## src/rtl/nog_pkg.sv

```systemverilog
package nog_pkg;

  typedef enum logic [1:0] {
    OP_READ  = 2'b00,
    OP_PROG  = 2'b01,
    OP_ERASE = 2'b10,
    OP_RSVD  = 2'b11
  } nog_op_e;

  typedef enum logic [1:0] {
    ST_OK         = 2'b00,
    ST_NOT_ERASED = 2'b01,
    ST_ORDER      = 2'b10,
    ST_WORN       = 2'b11
  } nog_status_e;

  typedef enum logic [1:0] {
    S_INIT,
    S_IDLE,
    S_EVAL,
    S_FWD
  } nog_fsm_e;

endpackage

```

## src/rtl/nog_state_ram.sv

```systemverilog
// Simple dual-port record store, synchronous read, written for block RAM inference.
module nog_state_ram #(
  parameter int ADDR_W = 4,
  parameter int DATA_W = 8
) (
  input  logic              clk,
  input  logic              we,
  input  logic [ADDR_W-1:0] waddr,
  input  logic [DATA_W-1:0] wdata,
  input  logic [ADDR_W-1:0] raddr,
  output logic [DATA_W-1:0] rdata
);
  localparam int DEPTH = 2 ** ADDR_W;

  logic [DATA_W-1:0] mem [DEPTH];

  always_ff @(posedge clk) begin
    if (we) mem[waddr] <= wdata;
    rdata <= mem[raddr];
  end
endmodule

```

## src/rtl/nog_rule_check.sv

```systemverilog
// Decides the status of one command against its block record and builds the next record.
module nog_rule_check
  import nog_pkg::*;
#(
  parameter int NUM_BLOCKS = 12,
  parameter int PAGES      = 64,
  parameter int BLK_W      = 4,
  parameter int PAGE_W     = 7,
  parameter int WEAR_LIMIT = 100000,
  parameter int WEAR_W     = 17
) (
  input  logic [1:0]        op,
  input  logic [BLK_W-1:0]  blk,
  input  logic [PAGE_W-1:0] page,
  input  logic              st_prog,
  input  logic [PAGE_W-1:0] st_last,
  input  logic [WEAR_W-1:0] st_wear,
  output logic [1:0]        status,
  output logic              pass,
  output logic              wr_en,
  output logic              nxt_prog,
  output logic [PAGE_W-1:0] nxt_last,
  output logic [WEAR_W-1:0] nxt_wear
);
  localparam logic [BLK_W:0]    BLK_LIM  = (BLK_W+1)'(NUM_BLOCKS);
  localparam logic [PAGE_W:0]   PAGE_LIM = (PAGE_W+1)'(PAGES);
  localparam logic [WEAR_W-1:0] WEAR_LIM = WEAR_W'(WEAR_LIMIT);

  logic        in_range;
  logic        worn;
  nog_status_e st;

  always_comb begin
    in_range = ({1'b0, blk} < BLK_LIM) && ({1'b0, page} < PAGE_LIM);
    worn     = (st_wear >= WEAR_LIM);
    st       = ST_OK;
    pass     = 1'b0;
    wr_en    = 1'b0;
    nxt_prog = st_prog;
    nxt_last = st_last;
    nxt_wear = st_wear;
    if (!in_range) begin
      st = ST_ORDER;
    end else begin
      case (nog_op_e'(op))
        OP_READ: pass = 1'b1;
        OP_PROG: begin
          if (worn)                           st = ST_WORN;
          else if (st_prog && page == st_last) st = ST_NOT_ERASED;
          else if (st_prog && page <  st_last) st = ST_ORDER;
          else begin
            pass     = 1'b1;
            wr_en    = 1'b1;
            nxt_prog = 1'b1;
            nxt_last = page;
          end
        end
        OP_ERASE: begin
          if (worn) st = ST_WORN;
          else begin
            pass     = 1'b1;
            wr_en    = 1'b1;
            nxt_prog = 1'b0;
            nxt_last = '0;
            nxt_wear = st_wear + WEAR_W'(1);
          end
        end
        default: st = ST_ORDER;
      endcase
    end
    status = st;
  end
endmodule

```

## src/rtl/nog_fwd_reg.sv

```systemverilog
// Output register for the downstream command port.
module nog_fwd_reg #(
  parameter int W = 8
) (
  input  logic         clk,
  input  logic         rst,
  input  logic         load,
  input  logic [W-1:0] load_data,
  input  logic         ready,
  output logic         valid,
  output logic [W-1:0] data
);
  always_ff @(posedge clk) begin
    if (rst) begin
      valid <= 1'b0;
      data  <= '0;
    end else if (load) begin
      valid <= 1'b1;
      data  <= load_data;
    end else if (ready) begin
      valid <= 1'b0;
    end
  end
endmodule

```

## src/rtl/nand_order_guard.sv

```systemverilog
module nand_order_guard
  import nog_pkg::*;
#(
  parameter int NUM_BLOCKS = 12,
  parameter int PAGES      = 64,
  parameter int BLK_W      = 4,
  parameter int PAGE_W     = 7,
  parameter int CELL_BITS  = 1,
  parameter int WEAR_LIMIT = (CELL_BITS == 1) ? 100000 : 10000
) (
  input  logic              clk,
  input  logic              rst,
  input  logic              cmd_valid,
  output logic              cmd_ready,
  input  logic [1:0]        cmd_op,
  input  logic [BLK_W-1:0]  cmd_blk,
  input  logic [PAGE_W-1:0] cmd_page,
  output logic              rsp_valid,
  output logic [1:0]        rsp_status,
  output logic              dn_valid,
  input  logic              dn_ready,
  output logic [1:0]        dn_op,
  output logic [BLK_W-1:0]  dn_blk,
  output logic [PAGE_W-1:0] dn_page
);
  localparam int WEAR_W = $clog2(WEAR_LIMIT + 1);
  localparam int ENT_W  = 1 + PAGE_W + WEAR_W;
  localparam int FWD_W  = 2 + BLK_W + PAGE_W;

  nog_fsm_e          state;
  logic [BLK_W-1:0]  init_cnt;
  logic [1:0]        cur_op;
  logic [BLK_W-1:0]  cur_blk;
  logic [PAGE_W-1:0] cur_page;

  logic              ram_we;
  logic [BLK_W-1:0]  ram_waddr;
  logic [ENT_W-1:0]  ram_wdata;
  logic [ENT_W-1:0]  ram_rdata;

  logic              st_prog;
  logic [PAGE_W-1:0] st_last;
  logic [WEAR_W-1:0] st_wear;
  logic [1:0]        chk_status;
  logic              chk_pass;
  logic              chk_wr;
  logic              nx_prog;
  logic [PAGE_W-1:0] nx_last;
  logic [WEAR_W-1:0] nx_wear;

  logic              fwd_load;
  logic [FWD_W-1:0]  fwd_data;

  assign cmd_ready = (state == S_IDLE);
  assign {st_prog, st_last, st_wear} = ram_rdata;

  always_comb begin
    if (state == S_INIT) begin
      ram_we    = 1'b1;
      ram_waddr = init_cnt;
      ram_wdata = '0;
    end else begin
      ram_we    = (state == S_EVAL) && chk_wr;
      ram_waddr = cur_blk;
      ram_wdata = {nx_prog, nx_last, nx_wear};
    end
  end

  assign fwd_load = (state == S_EVAL) && chk_pass;

  nog_state_ram #(
    .ADDR_W (BLK_W),
    .DATA_W (ENT_W)
  ) u_ram (
    .clk   (clk),
    .we    (ram_we),
    .waddr (ram_waddr),
    .wdata (ram_wdata),
    .raddr (cmd_blk),
    .rdata (ram_rdata)
  );

  nog_rule_check #(
    .NUM_BLOCKS (NUM_BLOCKS),
    .PAGES      (PAGES),
    .BLK_W      (BLK_W),
    .PAGE_W     (PAGE_W),
    .WEAR_LIMIT (WEAR_LIMIT),
    .WEAR_W     (WEAR_W)
  ) u_rule (
    .op       (cur_op),
    .blk      (cur_blk),
    .page     (cur_page),
    .st_prog  (st_prog),
    .st_last  (st_last),
    .st_wear  (st_wear),
    .status   (chk_status),
    .pass     (chk_pass),
    .wr_en    (chk_wr),
    .nxt_prog (nx_prog),
    .nxt_last (nx_last),
    .nxt_wear (nx_wear)
  );

  nog_fwd_reg #(
    .W (FWD_W)
  ) u_fwd (
    .clk       (clk),
    .rst       (rst),
    .load      (fwd_load),
    .load_data ({cur_op, cur_blk, cur_page}),
    .ready     (dn_ready),
    .valid     (dn_valid),
    .data      (fwd_data)
  );

  assign {dn_op, dn_blk, dn_page} = fwd_data;

  always_ff @(posedge clk) begin
    if (rst) begin
      state      <= S_INIT;
      init_cnt   <= '0;
      cur_op     <= '0;
      cur_blk    <= '0;
      cur_page   <= '0;
      rsp_valid  <= 1'b0;
      rsp_status <= '0;
    end else begin
      rsp_valid <= 1'b0;
      case (state)
        S_INIT: begin
          init_cnt <= init_cnt + BLK_W'(1);
          if (init_cnt == '1) state <= S_IDLE;
        end
        S_IDLE: begin
          if (cmd_valid) begin
            cur_op   <= cmd_op;
            cur_blk  <= cmd_blk;
            cur_page <= cmd_page;
            state    <= S_EVAL;
          end
        end
        S_EVAL: begin
          rsp_valid  <= 1'b1;
          rsp_status <= chk_status;
          state      <= chk_pass ? S_FWD : S_IDLE;
        end
        S_FWD: begin
          if (dn_valid && dn_ready) state <= S_IDLE;
        end
        default: state <= S_IDLE;
      endcase
    end
  end
endmodule

```

## config.mk

```make
export PLATFORM = sky130hd
export DESIGN_NAME = nand_order_guard
export DESIGN_NICKNAME = d
export VERILOG_FILES = /design/src/rtl/nog_pkg.sv /design/src/rtl/nog_state_ram.sv /design/src/rtl/nog_rule_check.sv /design/src/rtl/nog_fwd_reg.sv /design/src/rtl/nand_order_guard.sv
export SDC_FILE = /design/constraint.sdc
export NUM_CORES = 1
export LEC_CHECK = 0
export ABC_AREA = 1
export BUFFER_PORTS_ARGS = -buffer_cell sky130_fd_sc_hd__buf_2
export CAP_MARGIN = 20
export CELL_PAD_IN_SITES_DETAIL_PLACEMENT = 0
export CELL_PAD_IN_SITES_GLOBAL_PLACEMENT = 1
export CORE_ASPECT_RATIO = 1.75
export CORE_MARGIN = 5
export CORE_UTILIZATION = 30
export CTS_BUF_LIST = sky130_fd_sc_hd__clkbuf_8 sky130_fd_sc_hd__clkbuf_16
export CTS_CLUSTER_SIZE = 25
export DETAILED_ROUTE_END_ITERATION = 6
export PLACE_DENSITY = 0.5
export SYNTH_ARGS = -nofsm -noshare
export SYNTH_HDL_FRONTEND = slang
export SYNTH_HIERARCHICAL = 1
export SYNTH_SLANG_ARGS = --single-unit
```

## constraint.sdc

```tcl
create_clock -name clk -period 9.1 [get_ports clk]
set_clock_uncertainty 0.05 [all_clocks]
set_input_delay 0.455 -clock clk [delete_from_list [all_inputs] [get_ports clk]]
set_output_delay 0.455 -clock clk [all_outputs]
set_load 0.05 [all_outputs]
```

### Word-level counts from Yosys, hierarchy flattened

Memories as Yosys holds them, arrays and structs flattened. A register that Yosys moved wholly into a read port is not among the register bits.
Cells that the tools add are included.
Widths: inputs -> output; s select.

* order comparisons: 4
* add/sub/neg operators: 2
* equal/unequal tests: 10
* muxes and demuxes: 42
* reductions and logical operators: 11

Operators with widths (count)
* $mux 17: 3
* $mux 7: 5
* $mux 25: 1
* $mux 2: 9
* $add 17x1->17 const B: 1
* $ge 17x17->1 const B: 1
* $mux 1: 17
* $pmux 7 s2: 1
* $pmux 2 s4: 1
* $eq 7x7->1: 1
* $lt 7x7->1: 1
* $lt 7x7->1 const B: 1
* $eq 2x2->1 const B: 3
* $logic_and 1x1->1: 6
* $pmux 2 s3: 1
* $add 4x1->4 const B: 1
* $eq 2x1->1 const B: 2
* $eq 4x4->1 const B: 1
* $logic_not 2->1: 2
* $lt 4x4->1 const B: 1
* $mux 4: 1
* $ne 2x2->1 const B: 2
* $pmux 1 s2: 2
* $pmux 1 s3: 1
* 4 further kinds: 4

* bits in writable memories: 400
* bits in registers: 36
* logic and storage cells: 79
* input port bits: 17
* memories: 1
* output and inout port bits: 18

Memories
* u_ram.mem: words 16, bits a word 25, read ports 1, clocked after Yosys merged registers in 1, write ports 1, line nog_state_ram.sv:15 `logic [DATA_W-1:0] mem [DEPTH];`

### Longest topological paths before layout

Gate-level depths: netlist of run 1.

* word-level depth: 11
* gate-level depth with buffers: 16

### Modules after synthesis

The synthesis of run 1 kept the hierarchy.

By module, submodules not included
* nog_state_ram: area an instance 17852.1 um2, sequential area each 12512.0 um2, times used 1, cells each 1662
* nand_order_guard: area an instance 1196.1 um2, sequential area each 440.4 um2, times used 1, cells each 188
* nog_rule_check: area an instance 1023.5 um2, sequential area each 0.0 um2, times used 1, cells each 188
* nog_fwd_reg: area an instance 515.5 um2, sequential area each 280.3 um2, times used 1, cells each 61

### Least setup slack after synthesis of run 1

Ideal clock, no wire load.

* path kind: flip-flop to flip-flop
* start: register u_ram.rdata[19], read port of u_ram.mem
* end: memory u_ram/mem[12][0] (netlist name), enable pin
* cell stages (with the launch flop): 12
* setup time: 407 ps
* slack: 5956 ps
* path buffers: 0
* clock period less this slack: 3144 ps
* arrival: 2688 ps
* cells stage by stage: dfxtp_1 -> inv_1 -> ha_1 -> nand2_1 -> o21a_1 -> o21ai_0 -> nand3_1 -> a21oi_1 -> nand2_1 -> nand2_1 -> nand3_1 -> nor2_1

* longest elaborated chain between the ends: 11
* elaborated cells on any way between the ends: 13

RTL lines
* start, declared: line nog_state_ram.sv:11 `output logic [DATA_W-1:0] rdata`
* $lt 7x7->1: line nog_rule_check.sv:50 `else if (st_prog && page < st_last) st = ST_ORDER;`
* $logic_and 1x1->1: line nog_rule_check.sv:50
* $mux 1: line nog_rule_check.sv:50
* $mux 1 (*): line nog_rule_check.sv:49 `else if (st_prog && page == st_last) st = ST_NOT_ERASED;`
* $mux 1 (*): line nog_rule_check.sv:48 `if (worn) st = ST_WORN;`
* $pmux 1 s2 (*): line nog_rule_check.sv:45 `case (nog_op_e'(op))`
* $mux 1 (*): line nog_rule_check.sv:42 `if (!in_range) begin`
* net chk_wr: line nand_order_guard.sv:46 `logic chk_wr;`
* $logic_and 1x1->1 (*): line nand_order_guard.sv:63 `ram_we = (state == S_EVAL) && chk_wr;`
* $mux 1 (*): line nand_order_guard.sv:58 `if (state == S_INIT) begin`
* net ram_we: line nand_order_guard.sv:36 `logic ram_we;`
* $mux 1 (*): line nog_state_ram.sv:18 `if (we) mem[waddr] <= wdata;`
* $mux 1 (implied by the code) (*): line nog_state_ram.sv:18
* end, declared: line nog_state_ram.sv:15

Mark *: on every way through the listed nets, which the timed path passes. The rest lies on a longest branch.

### Final worst setup path of run 1

* start: register state[1]
* end: memory u_ram/mem[12][9] (netlist name), enable pin

* elaborated cells on any way between the ends: 7

RTL lines
* start, declared: line nand_order_guard.sv:30 `nog_fsm_e state;`
* start signal, assigned: line nand_order_guard.sv:146 `state <= chk_pass ? S_FWD : S_IDLE;`
* $logic_not 2->1: line nand_order_guard.sv:58
* $mux 4: line nand_order_guard.sv:58
* net ram_waddr[2]: line nand_order_guard.sv:37 `logic [BLK_W-1:0] ram_waddr;`

The timed path passes the listed nets, and every way through them passes these cells.

==> results of run 1 <==
==> final timing paths <==
path / from / end / cells after the start
max: state[1]$_SDFFE_PP0P_ / u_ram/mem[12][9]$_DFFE_PP_ / 7
min: rst / u_fwd/valid$_SDFFE_PP0P_ / 2
max reg2reg: state[1]$_SDFFE_PP0P_ / u_ram/mem[12][9]$_DFFE_PP_ / 7
min reg2reg: u_fwd/data[5]$_SDFFE_PP0P_ / u_fwd/data[5]$_SDFFE_PP0P_ / 2
==> power breakdown <==
part / internal (W) / switching [W]
Clock: 0.00109 / 0.000813
Combinational: 0.000261 / 0.00104
Sequential: 0.00278 / 0.000100
Total: 0.00412 / 0.00195
==> layout make-up <==
cell class | count | area, sq um | share of cell area (%)
Sequential cell | 461 | 13200 | 57.4
Clock inverter | 30 | 238 | 1.03
Timing Repair Buffer | 57 | 383 | 1.66
Clock buffer | 52 | 1240 | 5.40
Antenna cell | 1 | 2.50 | 0.0109
Tap cell | 903 | 1130 | 4.90
Inverter | 384 | 1450 | 6.28
Multi-Input combinational cell | 1162 | 5370 | 23.3
==> metrics by stage <==
stage          setup WS, ns  hold slack (ns)  instances
6_report               5.25           0.0338       3050
5_1_grt                5.05           0.0340       3049
4_1_cts                5.24         0.000432       3048
3_5_place_dp           5.24            0.420       2966
3_3_place_gp           5.25            0.413       2963
2_1_floorplan          5.96            0.433       2099
==> layout by cell type, fill, tap and decap left out, types with 3 or more instances in the layout <==
cell type  synthesis  routed
nand2_2            7       7
xor2_1             5       5
buf_2             21      32
nand3_1          315     315
clkinv_1           0      10
nand3b_1           3       3
edfxtp_1         400     400
clkbuf_16          0      47
a21oi_1            8       8
o21ai_0           32      32
bufinv_16          0       4
nand4_1            4       4
xnor2_1            7       7
inv_2              6       6
nor2_4             2      18
inv_1            378     383
nor2_2            12      29
nor2_1           116      83
clkinv_2           0       7
ha_1              19      18
nand2_1          618     618
o21ai_1            3       3
clkbuf_8           0       5
buf_4             16      20
dfxtp_1           61      61
==> cell usage after synthesis (all sizes together) <==
cell type,count
inv,384
nand4,4
ha,19
nor3b,1
o21ai,35
nor3,4
nand3,318
buf,79
o21a,1
nand3b,3
clkbuf,13
xor2,5
edfxtp,400
xnor2,7
nand2,625
nor4,1
nor2,130
a21oi,9
dfxtp,61
==> sequential cells by signal, indices dropped and copies added, names as in the netlist <==
register,count
u_fwd/valid,1
cur_page,7
rsp_valid,1
rsp_status,2
state,2
u_ram/mem,400
u_fwd/data,13
u_ram/rdata,25
cur_op,2
cur_blk,4
init_cnt,4
==> kinds of logic after synthesis <==
| logic type | Yosys count | share of synthesized area, % |
|---|---|---|
| AND/OR/NAND/NOR | 1086 | 22.5 |
| buffers and inverters | 476 | 10.5 |
| flip-flops | 461 | 64.3 |
| AO/OA/AOI/OAI | 45 | 1.12 |
| adder cells (fa/ha/maj) | 19 | 1.15 |
| XOR/XNOR | 12 | 0.511 |
==> per-layer routing <==
metal  up-vias  GRT usage [%]  part of all wire, %
li1       6708              -                    -
met1      6732           18.4                   38
met2       229           33.2                   56
met3        81           1.76                  2.9
met4         0           5.98                  3.6
met5         -              0                    0
==> worst register-to-register path: stages, from the launching register on <==
cell and delay, ns:
dfxtp_1 0.35, inv_1 0.11, ha_2 0.17, buf_4 0.45
inv_1 0.32, o21ai_0 0.63, nand3_1 0.48, nor2_4 0.88
==> results.sh, run 1 <==
export IMPL_status="finished clean"
export IMPL_synthToLayoutAreaGrowth_pct=11.9
export IMPL_crit_path_end_kind="register"
export IMPL_max_slew_margin_pct=25.3
export IMPL_route_detailed_drc=0
export IMPL_max_clock_path_buffers=3
export IMPL_ys_seq_area_share_pct=64.3
export IMPL_worstPathCellList="inv_1 > ha_2 > buf_4 > inv_1 > o21ai_0 > nand3_1 > nor2_4"
export IMPL_routed_via_density=4.51
export IMPL_die_area_sq_um=74200
export IMPL_report_final_slew_viol_count=0
export IMPL_clock_sinks=461
export IMPL_clk_pin_slew_ns=0.06
export IMPL_core_area_sq_um=68300
export IMPL_grt_pass1_wl_microns=92300
export IMPL_setup_viol=0
export IMPL_avgSynthCellArea_sq_um=9.81
export IMPL_cts_tree="built"
export IMPL_cp_start_kind="register"
export IMPL_synth_top_cell_by_area="edfxtp_1"
export IMPL_initial_core_util_pct=30.1
export IMPL_crit_buf_inv=3
export IMPL_critPathKind="reg -> reg"
export IMPL_synth_seq_cells=461
export IMPL_row_count=127
export IMPL_htreeDepth=2
export IMPL_ys_warn_count=6
export IMPL_setup_tns_ns=0
export IMPL_first_global_vias=13800
export IMPL_dieHeight_microns=357
export IMPL_period_needed_ns=3.85
export IMPL_nets=2147
export IMPL_fin_area_sq_um=23000
export IMPL_synth_area_leaders="edfxtp_1, nand2_1, nand3_1"
export IMPL_cts_buffers=45
export IMPL_ys_types=33
export IMPL_p_leak_nw=9.87
export IMPL_nFillCells=6976
export IMPL_place_area_sq_um=21500
export IMPL_grt_total_usage_pct=16.8
export IMPL_synth_nets=2135
export IMPL_hp_class="in -> reg"
export IMPL_drt_wirelength_per_cell_microns=20.7
export IMPL_totalWireLength_microns=63100
export IMPL_routabilityCongestion=0.781
export IMPL_synth_area_sq_um=20600
export IMPL_power_w=0.00608
export IMPL_routed_via_count=13800
export IMPL_root_buffer="clkbuf_16"
export IMPL_final_min_period_over_clock_period_pct=42.4
export IMPL_crit_family="simple AND/OR/NAND/NOR gates"
export IMPL_clock_latency_ns=0.58
export IMPL_postRouteAntennaNets=0
export IMPL_vdd_drop_max_uv=147
export IMPL_fmax_mhz=259
export IMPL_max_cap_viol_count=0
export IMPL_pwr_density_cell_nw_per_um2=264
export IMPL_crit_top_cell="inv_1"
export IMPL_first_pass_iters=5
export IMPL_cp_required_ns=9.24
export IMPL_pin_count=35
export IMPL_io_buffers=34
export IMPL_max_stage_delay_ns=0.88
export IMPL_dpl_hpwl_microns=39700
export IMPL_post_cts_repair_setup_buffers=0
export IMPL_die_w_microns=208
export IMPL_layout_drive_gt1_share_pct=8.99
export IMPL_hold_violations=0
export IMPL_crit_path_top_delay_cell="nor2_4"
export IMPL_arrival_ns=4.00
export IMPL_worstPathMaxFanout=31
export IMPL_utilization_pct=33.7
export IMPL_drt_iter0_drc=743
export IMPL_globalRouteOverflowTotal=0
export IMPL_synth_cells=2099
export IMPL_synth_top_cell_area_share_pct=58.3
export IMPL_antenna_found_initial=2
export IMPL_tightest_slew_ns=1.12
export IMPL_grt_max_degree=152
export IMPL_grt_setup_unrepaired="no"
export IMPL_r2r_setup_slack_ns=5.25
export IMPL_post_cts_resized=0
export IMPL_cts_hold_buf=0
Power figures use the tool's default switching activity.
==> run 2: changes to the inputs <==
--- a/config.mk
+++ b/config.mk
@@ -5,7 +5,7 @@
 export SDC_FILE = /design/constraint.sdc
 export NUM_CORES = 1
 export LEC_CHECK = 0
-export ABC_AREA = 1
+export ABC_AREA = 0
 export BUFFER_PORTS_ARGS = -buffer_cell sky130_fd_sc_hd__buf_2
 export CAP_MARGIN = 20
 export CELL_PAD_IN_SITES_DETAIL_PLACEMENT = 0
@@ -16,7 +16,7 @@
 export CTS_BUF_LIST = sky130_fd_sc_hd__clkbuf_8 sky130_fd_sc_hd__clkbuf_16
 export CTS_CLUSTER_SIZE = 25
 export DETAILED_ROUTE_END_ITERATION = 6
-export PLACE_DENSITY = 0.5
+export PLACE_DENSITY = 0.47
 export SYNTH_ARGS = -nofsm -noshare
 export SYNTH_HDL_FRONTEND = slang
 export SYNTH_HIERARCHICAL = 1
==> constraint.sdc (replaced) <==
create_clock -name clk -period 3.73 [get_ports clk]
set_clock_uncertainty 0.05 [all_clocks]
set_input_delay 0.1865 -clock clk [delete_from_list [all_inputs] [get_ports clk]]
set_output_delay 0.1865 -clock clk [all_outputs]
set_load 0.05 [all_outputs]
==> results.sh, run 2 <==
export IMPL_die_area_sq_um=65600
export IMPL_clkPwrFrac_pct=36.4
export IMPL_met3_length_microns=1100
export IMPL_root_buffer="clkbuf_16"
export IMPL_status="finished clean"
export IMPL_max_clock_path_buffers=3
export IMPL_synth_area_leaders="edfxtp_1, mux4_2, dfxtp_1"
export IMPL_pin_count=35
export IMPL_drt_iter0_drc=668
export IMPL_clock_latency_ns=0.57
export IMPL_clk_pin_slew_ns=0.06
export IMPL_met2_length_microns=26400
export IMPL_pwr_density_cell_nw_per_um2=558
export IMPL_hp_class="in -> reg"
export IMPL_drt_wirelength_per_cell_microns=24.0
export IMPL_grt_max_degree=40
export IMPL_nets=1111
export IMPL_initial_core_util_pct=30.2
export IMPL_worstPathMaxFanout=19
export IMPL_p_comb_share_pct=10.9
export IMPL_ys_seq_area_share_pct=73.1
export IMPL_synth_common_cells="edfxtp_1, mux4_2, nand2_1"
export IMPL_grt_pass1_wl_microns=67300
export IMPL_min_from="cmd_valid"
export IMPL_antenna_found_initial=0
export IMPL_hold_violations=0
export IMPL_core_area_sq_um=60000
export IMPL_cp_required_ns=3.93
export IMPL_power_switching_w=0.00285
export IMPL_cp_startpoint="u_ram/rdata[21]$_DFF_P_"
export IMPL_first_pass_iters=4
export IMPL_routed_via_density=4.75
export IMPL_antenna_cells=0
export IMPL_synthToLayoutAreaGrowth_pct=17.7
export IMPL_layout_drive_gt1_share_pct=26.4
export IMPL_dieHeight_microns=335
export IMPL_ys_types=51
export IMPL_critPathKind="reg -> reg"
export IMPL_routed_via_count=9006
export IMPL_post_cts_resized=0
export IMPL_switching_share_pct=24.0
export IMPL_synth_most_common_cell="edfxtp_1"
export IMPL_postRouteAntennaNets=0
export IMPL_synth_edf_count=400
export IMPL_cp_start_kind="register"
export IMPL_max_stage_delay_ns=0.59
export IMPL_io_buffers=34
export IMPL_crit_family="simple AND/OR/NAND/NOR gates"
export IMPL_crit_buf_inv=2
export IMPL_avgSynthCellArea_sq_um=18.7
export IMPL_reg2reg_from="u_ram/rdata[21]$_DFF_P_"
export IMPL_synth_seq_cells=461
export IMPL_async_reset_ff_share_pct=0
export IMPL_placedCellCount=1802
export IMPL_grt_total_usage_pct=14.0
export IMPL_nFillCells=5648
export IMPL_die_w_microns=196
export IMPL_first_global_vias=9904
export IMPL_largest_reg_flops=400
export IMPL_top_regs="u_ram/mem: 400 flops, u_ram/rdata: 25 flops, u_fwd/data: 13 flops"
export IMPL_worstPathCellList="inv_1 > ha_1 > nand4_1 > a21o_1 > a21oi_1 > a21oi_1 > nor3_1 > a21o_1 > or3b_2 > nor3_4 > buf_12"
export IMPL_hold_ws_ns=0.0593
export IMPL_multi_input_area_sq_um=4690
export IMPL_cts_tree="built"
export IMPL_report_final_slew_viol_count=0
export IMPL_arrival_ns=3.57
export IMPL_p_leak_nw=7.04
export IMPL_cts_buffers=43
export IMPL_fmax_mhz=297
export IMPL_utilization_pct=35.5
export IMPL_totalWireLength_microns=45500
export IMPL_max_slew_margin_pct=30.8
export IMPL_layout_common_cells="edfxtp_1, mux4_2, nand2_1"
export IMPL_synth_nets=1005
export IMPL_tightest_slew_ns=1.04
export IMPL_pwr_share_seq_pct=52.6
export IMPL_final_common_cell="edfxtp_1"
export IMPL_synth_top_cell_by_area="edfxtp_1"
export IMPL_seq_area_sq_um=13200
export IMPL_htreeDepth=2
export IMPL_crit_path_end_kind="register"
export IMPL_instances_no_fill=1895
export IMPL_setup_viol=0
export IMPL_globalRouteOverflowTotal=0
export IMPL_setup_tns_ns=0
export IMPL_synthFlopType="edfxtp_1"
export IMPL_crit_path_top_delay_cell="or3b_2"
export IMPL_intPower_w=0.00905
export IMPL_power_w=0.0119
export IMPL_highest_layer="met4"
export IMPL_period_needed_ns=3.37
export IMPL_ys_warn_count=6
export IMPL_synth_area_sq_um=18100
export IMPL_routabilityCongestion=0.754
export IMPL_route_detailed_drc=0
export IMPL_clock_sinks=461
export IMPL_synth_cells=969
export IMPL_synth_top_cell_area_share_pct=66.3
export IMPL_vdd_drop_max_uv=289
export IMPL_row_count=119
export IMPL_final_min_period_over_clock_period_pct=90.2
export IMPL_wl_met1_microns=16900
export IMPL_dpl_hpwl_microns=28600
export IMPL_top_register="u_ram/mem"
export IMPL_max_cap_viol_count=0
export IMPL_grt_setup_unrepaired="no"
run 2: changes by cell type after synthesis, sizes merged, moves of 17 or more:
cell	previous run	this run
a22oi	0	50
nor2	130	38
o21ai	35	2
nand2	625	65
nand3	318	7
buf	79	28
inv	384	19
nor2b	0	28
mux4	0	100
mux2i	0	17
run 2: tightest hold or removal path, cell delays in order:
cell	delay, ns
buf_2	0.11
inv_1	0.05
a222oi_1	0.13
mux2i_1	0.14
run 2: cells by family after synthesis:
logic type      Yosys count  synth area share (%)
simple gates            185                  5.21
fa+ha+maj                19                  1.31
compound gates           96                  3.87
xor+xnor                 18                 0.870
flops                   461                  73.1
buf+inv                  67                  1.93
mux                     123                  13.7
run 2: repair_timing:
item | CTS | global route
buffers inserted | 0 | 0
hold buffers | 12 | 0
endpoints found under the hold margin | 12 | 0
run 2: area by class of cell:
| type | count | share of cell area, % |
|---|---|---|
| Sequential cell | 461 | 62.1 |
| Clock buffer | 44 | 5.16 |
| Clock inverter | 35 | 1.34 |
| Timing Repair Buffer | 109 | 4.50 |
| Multi-Input combinational cell | 441 | 22.0 |
| Tap cell | 786 | 4.61 |
| Inverter | 19 | 0.334 |
run 2: per-layer routing:
metal	up-vias	GRT usage [%]
met5	-	0
met2	141	27.7
li1	4080	-
met1	4733	15.4
met3	52	1.60
met4	0	4.16
run 2: final timing paths:
check / to / slack, ns / cells after the start
max: u_ram/mem[0][6]$_DFFE_PP_ / 0.36 / 11
min: state[1]$_SDFFE_PP0P_ / 0.06 / 4
max reg2reg: u_ram/mem[0][6]$_DFFE_PP_ / 0.36 / 11
min reg2reg: cur_blk[0]$_SDFFE_PP0P_ / 0.44 / 2
run 2: power by group through the flow:
stage	clock network (W)	logic (W)	registers, W
5_1_grt	0.00470	0.00141	0.00630
4_1_cts	0.00452	0.00134	0.00628
3_3_place_gp	0	0.00132	0.00638
3_5_place_dp	0	0.00133	0.00639
2_1_floorplan	0	0.000778	0.00632
6_report	0.00434	0.00130	0.00627
run 2: per-stage QoR:
step	setup slack [ns]	instance area, sq um
after floorplan	0.229	18100
after global placement	0.370	19800
after detailed placement	0.339	19800
after CTS	0.333	21300
after global routing	0.216	21300
final	0.364	21300
